### src/rtl/rtc_stat_pkg.sv
// Shared bit positions and sizes of the RTC status byte.
// Assumes an 8-bit register port; bits above the flags read as zero.
package rtc_stat_pkg;
    localparam int STAT_W   = 8;
    localparam int B_PWRF   = 0;
    localparam int B_OSC    = 1;
    localparam int B_ALM    = 2;
    localparam int B_DST    = 3;
    localparam int B_MLOW   = 4;
    localparam int N_FLAGS  = 5;
    localparam int N_STICKY = 3;

    // Map a sticky-flag index (0..N_STICKY-1) to its bit in the status byte.
    function automatic int sticky_bit(input int idx);
        case (idx)
            0:       return B_PWRF;
            1:       return B_OSC;
            default: return B_ALM;
        endcase
    endfunction
endpackage

### src/rtl/stat_sticky_bit.sv
// One sticky flag: a set request wins over a clear request in the same cycle.
// Assumes set_i and clr_i are synchronous to clk.
module stat_sticky_bit (
    input  logic clk,
    input  logic rst_n,
    input  logic set_i,
    input  logic clr_i,
    output logic q_o
);
    // Hold the flag; set has priority, clear next, otherwise keep.
    always_ff @(posedge clk) begin
        if (!rst_n)     q_o <= 1'b0;
        else if (set_i) q_o <= 1'b1;
        else if (clr_i) q_o <= 1'b0;
    end
endmodule

### src/rtl/stat_dst_bit.sv
// DST-applied flag: forward sets, reverse clears, and a write loads it when no
// event arrives. DST disabled forces it low and takes priority over everything.
// Assumes the events are single-cycle pulses from the timekeeping core.
module stat_dst_bit (
    input  logic clk,
    input  logic rst_n,
    input  logic en_i,
    input  logic fwd_i,
    input  logic rev_i,
    input  logic wr_i,
    input  logic wd_i,
    output logic q_o
);
    logic nxt;

    // Choose the next value by priority: disable, forward, reverse, write.
    always_comb begin
        nxt = q_o;
        if (!en_i)      nxt = 1'b0;
        else if (fwd_i) nxt = 1'b1;
        else if (rev_i) nxt = 1'b0;
        else if (wr_i)  nxt = wd_i;
    end

    // Register the flag.
    always_ff @(posedge clk) begin
        if (!rst_n) q_o <= 1'b0;
        else        q_o <= nxt;
    end
endmodule

### src/rtl/stat_lvl_sync.sv
// Brings an asynchronous comparator level through a STAGES-deep flop chain and
// registers it gated by a synchronous enable. Latency from lvl_i is STAGES+1.
// Assumes STAGES >= 1.
module stat_lvl_sync #(
    parameter int STAGES = 2
) (
    input  logic clk,
    input  logic rst_n,
    input  logic gate_i,
    input  logic lvl_i,
    output logic q_o
);
    logic [STAGES-1:0] chain;

    genvar g;
    generate
        for (g = 0; g < STAGES; g++) begin : g_stage
            if (g == 0) begin : g_first
                // First synchroniser flop samples the raw level.
                always_ff @(posedge clk) begin
                    if (!rst_n) chain[0] <= 1'b0;
                    else        chain[0] <= lvl_i;
                end
            end else begin : g_next
                // Later flops shift the level along the chain.
                always_ff @(posedge clk) begin
                    if (!rst_n) chain[g] <= 1'b0;
                    else        chain[g] <= chain[g-1];
                end
            end
        end
    endgenerate

    // Flag register: the level counts only while the enable is high.
    always_ff @(posedge clk) begin
        if (!rst_n) q_o <= 1'b0;
        else        q_o <= gate_i & chain[STAGES-1];
    end
endmodule

### src/rtl/rtc_stat_reg.sv
// RTC status flag register. Combines three sticky flags (power fail,
// oscillator halted, alarm), the DST-applied flag and a synchronised
// main-supply-low flag into one readable byte.
// Assumes all inputs but vdd_low are synchronous to clk.
module rtc_stat_reg
    import rtc_stat_pkg::*;
#(
    parameter int SYNC_STAGES = 2
) (
    input  logic              clk,
    input  logic              rst_n,
    input  logic              reg_wr,
    input  logic              reg_rd,
    input  logic [STAT_W-1:0] reg_wdata,
    output logic [STAT_W-1:0] reg_rdata,
    input  logic              tk_wr,
    input  logic              alarm_hit,
    input  logic              dst_fwd,
    input  logic              dst_rev,
    input  logic              dst_en,
    input  logic              auto_clr_en,
    input  logic              osc_stop,
    input  logic              pwr_boot,
    input  logic              on_main,
    input  logic              vdd_low
);
    localparam int PAD_W = STAT_W - N_FLAGS;

    logic [N_STICKY-1:0] sk_set;
    logic [N_STICKY-1:0] sk_clr;
    logic [N_STICKY-1:0] sk_q;
    logic                dst_q;
    logic                mlow_q;

    // Set and clear requests for each sticky flag.
    always_comb begin
        sk_set[0] = pwr_boot;
        sk_clr[0] = tk_wr;
        sk_set[1] = osc_stop;
        sk_clr[1] = reg_wr & ~reg_wdata[B_OSC];
        sk_set[2] = alarm_hit;
        sk_clr[2] = (reg_wr & ~reg_wdata[B_ALM]) | (reg_rd & auto_clr_en);
    end

    genvar i;
    generate
        for (i = 0; i < N_STICKY; i++) begin : g_sticky
            stat_sticky_bit u_bit (
                .clk   (clk),
                .rst_n (rst_n),
                .set_i (sk_set[i]),
                .clr_i (sk_clr[i]),
                .q_o   (sk_q[i])
            );
        end
    endgenerate

    stat_dst_bit u_dst (
        .clk   (clk),
        .rst_n (rst_n),
        .en_i  (dst_en),
        .fwd_i (dst_fwd),
        .rev_i (dst_rev),
        .wr_i  (reg_wr),
        .wd_i  (reg_wdata[B_DST]),
        .q_o   (dst_q)
    );

    stat_lvl_sync #(.STAGES(SYNC_STAGES)) u_mlow (
        .clk    (clk),
        .rst_n  (rst_n),
        .gate_i (on_main),
        .lvl_i  (vdd_low),
        .q_o    (mlow_q)
    );

    // Assemble the readable status byte.
    always_comb begin
        reg_rdata = '0;
        for (int k = 0; k < N_STICKY; k++) reg_rdata[sticky_bit(k)] = sk_q[k];
        reg_rdata[B_DST]  = dst_q;
        reg_rdata[B_MLOW] = mlow_q;
        reg_rdata[STAT_W-1 -: PAD_W] = '0;
    end
endmodule

### config.mk
export PLATFORM = sky130hd
export DESIGN_NAME = rtc_stat_reg
export DESIGN_NICKNAME = d
export VERILOG_FILES = /design/src/rtl/rtc_stat_pkg.sv /design/src/rtl/stat_sticky_bit.sv /design/src/rtl/stat_dst_bit.sv /design/src/rtl/stat_lvl_sync.sv /design/src/rtl/rtc_stat_reg.sv
export SDC_FILE = /design/constraint.sdc
export NUM_CORES = 1
export LEC_CHECK = 0
export BUFFER_PORTS_ARGS = -buffer_cell sky130_fd_sc_hd__buf_2
export CELL_PAD_IN_SITES_DETAIL_PLACEMENT = 0
export CELL_PAD_IN_SITES_GLOBAL_PLACEMENT = 2
export CORE_MARGIN = 3
export CORE_UTILIZATION = 16
export CTS_BUF_LIST = sky130_fd_sc_hd__clkbuf_2
export DETAILED_ROUTE_END_ITERATION = 12
export PLACE_DENSITY = 0.78
export SYNTH_ARGS = -nofsm -noshare
export SYNTH_HDL_FRONTEND = slang
export SYNTH_HIERARCHICAL = 1
export SYNTH_SLANG_ARGS = --single-unit
export TNS_END_PERCENT = 10
### constraint.sdc
create_clock -name clk -period 0.8 [get_ports clk]
set_input_delay 0.08 -clock clk [delete_from_list [all_inputs] [get_ports clk]]
set_output_delay 0.08 -clock clk [all_outputs]
set_load 0.05 [all_outputs]
Word-level counts from Yosys, hierarchy flattened
Cells that the tools add are included.
{"block": "totals", "output_inout_bits": 8, "wordCells": 28, "reg_bits": 7, "in_bits": 22}
{"block": "classes", "bitwise_logic": 7, "n_reduce_logical": 5, "muxes": 9}
{"cell": "$mux 1", "n": 9}
{"cell": "$reduce_bool 2->1", "n": 3}
{"cell": "$and 1x1->1", "n": 4}
{"cell": "$reduce_bool 3->1", "n": 1}
{"cell": "$not 1->1", "n": 2}
{"cell": "$reduce_and 2->1", "n": 1}
{"cell": "$or 1x1->1", "n": 1}

Depth between registers and ports, before layout
{"block": "depth", "word_depth": 5, "ltp_mapped": 4, "ltp_nobuf": 4}

Modules after synthesis
The synthesis kept the hierarchy.
{"mod": "stat_sticky_bit", "n_inst": 3, "seq_area_each_um2": 20.0, "cells_per_inst": 3, "area_each_um2": 41.3}
{"mod": "stat_lvl_sync", "n_inst": 1, "seq_area_each_um2": 60.1, "cells_per_inst": 6, "area_each_um2": 81.3}
{"mod": "rtc_stat_reg", "n_inst": 1, "seq_area_each_um2": 0.0, "cells_per_inst": 10, "area_each_um2": 61.3}
{"mod": "stat_dst_bit", "n_inst": 1, "seq_area_each_um2": 20.0, "cells_per_inst": 5, "area_each_um2": 51.3}

Worst setup path after synthesis
OpenSTA, ideal clock, no wires.
{"block": "synth_path", "path_kind": "flip-flop to flip-flop", "from": "register, netlist name g_sticky[0].u_bit/q_o", "to": "register g_sticky[0].u_bit.q_o", "n_path_buf": 0, "setup_ns": 0.058, "t_required_ns": 0.742, "stages_incl_launch_ff": 3, "path_slack_ns": -0.181, "period_less_slack_ns": 0.981, "t_arrival_ns": 0.924, "cell_sequence": "dfxtp_1 nor2b_4 o21a_1"}
{"item": "end signal, assigned", "line_no": "stat_sticky_bit.sv:12", "source": "if (!rst_n) q_o <= 1'b0;"}
{"item": "end signal, assigned", "line_no": "stat_sticky_bit.sv:13", "source": "else if (set_i) q_o <= 1'b1;"}
{"item": "end signal, assigned", "line_no": "stat_sticky_bit.sv:14", "source": "else if (clr_i) q_o <= 1'b0;"}
{"item": "end, declared", "line_no": "stat_sticky_bit.sv:8", "source": "output logic q_o"}

Worst setup path in the final report
{"block": "layout_path", "from": "register g_sticky[0].u_bit.q_o", "to": "output reg_rdata[0]"}
{"item": "end, declared", "line_no": "rtc_stat_reg.sv:15", "source": "output logic [STAT_W-1:0] reg_rdata,"}
No word-level cell between the ends.

==> results.yml <==
placed_design:
  io_buffer_count: 21
  hpwl_microns: 519
  gp_congestion: 0.5916
yosys:
  ys_types: 14
  synth_xor_area_frac: 0
  synth_area_leader_cell: "dfxtp_1"
  synth-simple-area-share: 0.2480
  yosysTopAreaCellShare: 0.4409
  synth_area_leaders: "dfxtp_1 44%, nor2b_4 13%, buf_4 12%, o21a_1 7.1%, and2_2 4.7%"
  syn_area_sq_um: 317.8
  ys_seq_area_frac: 0.4409
  synth_seq_cells: 7
  muxShareOfSynthArea: 0.03150
  synth_compound_gate_area_share: 0.1378
  synth_top_family_by_area: "simple AND/OR/NAND/NOR gates"
  synth_fa_ha_area_frac: 0
  synth_warnings: 6
  synthCells: 30
  avgSynthCellArea_sq_um: 10.59
routing:
  drc_errors: 0
  ant_nets: 0
  vias_per_cell: 3.364
  post_drt_wl_per_cell_microns: 7.649
  vias: 259
  drt-total-wl_microns: 589
  dr.pass1.iters: 2
  drt_iter0_drc: 1
sta:
  finClkSkew_ns: 0.003991
  min_period_over_period: 0.9976
  rsz0062_at_grt: "true"
  hold_viol_final: 0
  slew_violations: 0
  max_freq_ghz: 1.253
  setup_viol: 0
  fin_hold_ws_ns: 0.03053
  tns_ns: 0
  period_minus_slack_ns: 0.7980
worst_setup_path:
  critPathLaunchType: "flop"
  cp_top_family: "flip-flops"
  critical_path_class: "reg -> out"
  crit_slowest_cell: "dfxtp_4"
  end_kind: "output pin"
  crit_arrival_ns: 0.72
  cp.buffers_inverters: 1
  critical_path_required_ns: 0.72
  cp_max_fo: 2
  slowest_delay_ns: 0.35
  crit_chain: "buf_8"
floorplanning:
  ios: 30
  die-area_sq_um: 2557
  rows: 15
  coreArea_sq_um: 1802
  initial_core_util: 0.1764
  die_x_microns: 50.57
  die-height_microns: 50.57
cells_and_area:
  synthToLayoutAreaGrowth_pct: 54.72
  final_nets: 75
  final_util: 0.2729
  diodes: 0
  drive_above_1_share: 0.7115
cts:
  cts_buffer_depth: 2
  clkLatencyLatePin_ns: 0.22
  clkTransAtPathRegs_ns: 0.07
  cts_tree: "done"
  root_buffer: "clkbuf_2"
  clock-sinks: 7
  h-tree-depth: 1
  cts_buffers: 3
  holdBufCountCts: 0
global_route:
  antenna_found_initial: 0
  grt_pass1_vias: 227
  grt_max_degree: 9
  grt_use_total: 0.05364
  overflow: 0
  grt_pass1_wl_microns: 931
job:
  cap_violations: 0
power:
  ir_drop_mv: 0.5256
  finalPower_mw: 0.8447
  p_leak_nw: 0.2435
  p_per_area_nw_per_um2: 1718
min_path:
  hp-class: "in -> reg"
run_status:
  status: "completed"
registers in the layout, summed over array words and instances (netlist names):
| register | flops |
|---|---|
| g_sticky.u_bit/q_o | 3 |
| u_dst/q_o | 1 |
| u_mlow/q_o | 1 |
| u_mlow/chain | 2 |
cell usage after synthesis:
library cell / number
conb_1: 1
mux2i_1: 1
buf_4: 5
o21ai_2: 1
nand2_1: 2
o31ai_2: 1
and3_1: 1
nor2b_4: 3
nor2_1: 1
dfxtp_1: 7
inv_1: 1
and2_2: 2
nand3_1: 1
o21a_1: 3
path summary, 6_finish.rpt:
check,startpoint,end,slack (ns),cells after the start
worst min-delay path,dst_rev,u_dst/q_o$_SDFFE_PN0P_,0.03,2
worst min register to register,u_mlow/chain[0]$_SDFF_PN0_,u_mlow/chain[1]$_SDFF_PN0_,0.45,1
worst max register to register,g_sticky[0].u_bit/q_o$_SDFFE_PN0P_,g_sticky[0].u_bit/q_o$_SDFFE_PN0P_,0.08,2
worst max-delay path,g_sticky[0].u_bit/q_o$_SDFFE_PN0P_,reg_rdata[0],0.002,1
metrics by stage:
step	instances	worst slack (ns)	cell area, sq um
detailed placement	73	0.03435	430.4
CTS	77	-0.02603	491.7
finish	77	0.001956	491.7
floorplan	32	-0.005469	331.6
global route	77	-0.05211	491.7
global placement	73	0.05477	430.4
cells by family (layout without fill, tap and decap cells):
logic type             count (synthesis)  in the layout
buffers and inverters                  6             26
AOI/OAI and AO/OA                      5              5
and+or+nand+nor                       10             10
muxes                                  1              1
other                                  1              3
DFF                                    7              7
cells in the final DEF (no fill, tap or decap), types with 2 or more instances in the layout:
master    netlist  final
and2_2          2      2
buf_2           0     16
buf_6           0      3
buf_8           0      2
clkbuf_2        0      4
conb_1          1      3
dfxtp_1         7      2
dfxtp_2         0      4
nand2_1         2      2
nor2b_4         3      3
o21a_1          3      3
power breakdown:
| group | switching (mW) | total (mW) | internal (mW) |
|---|---|---|---|
| combinational | 0.119 | 0.209 | 0.0902 |
| sequential | 0.0108 | 0.379 | 0.368 |
| clock | 0.123 | 0.256 | 0.133 |
| total | 0.253 | 0.845 | 0.592 |
final cells by class:
type / count / area [sq um]
Fill cell: 207 / 1310
Inverter: 1 / 3.754
Tap cell: 25 / 31.28
Multi-Input combinational cell: 19 / 143.9
Sequential cell: 7 / 148.9
Timing Repair Buffer: 21 / 143.9
Clock buffer: 4 / 20.02
timing repair:
action | in CTS | in global routing
buffers inserted | 0 | 0
endpoints found under the setup margin | 5 | 5
gates resized for setup | 14 | 0
per-layer routing:
metal  wire (microns)  vias to the layer above  part of all wire  global-route usage
met1              199                      110              0.34             0.05000
met4                0                        0                 0             0.02691
met2              307                       14              0.52             0.07391
li1                 -                      135                 -                   -
met5                0                        -                 0                   0
met3               83                        0              0.14             0.05638
No activity file was read; power rests on OpenSTA's default activity.
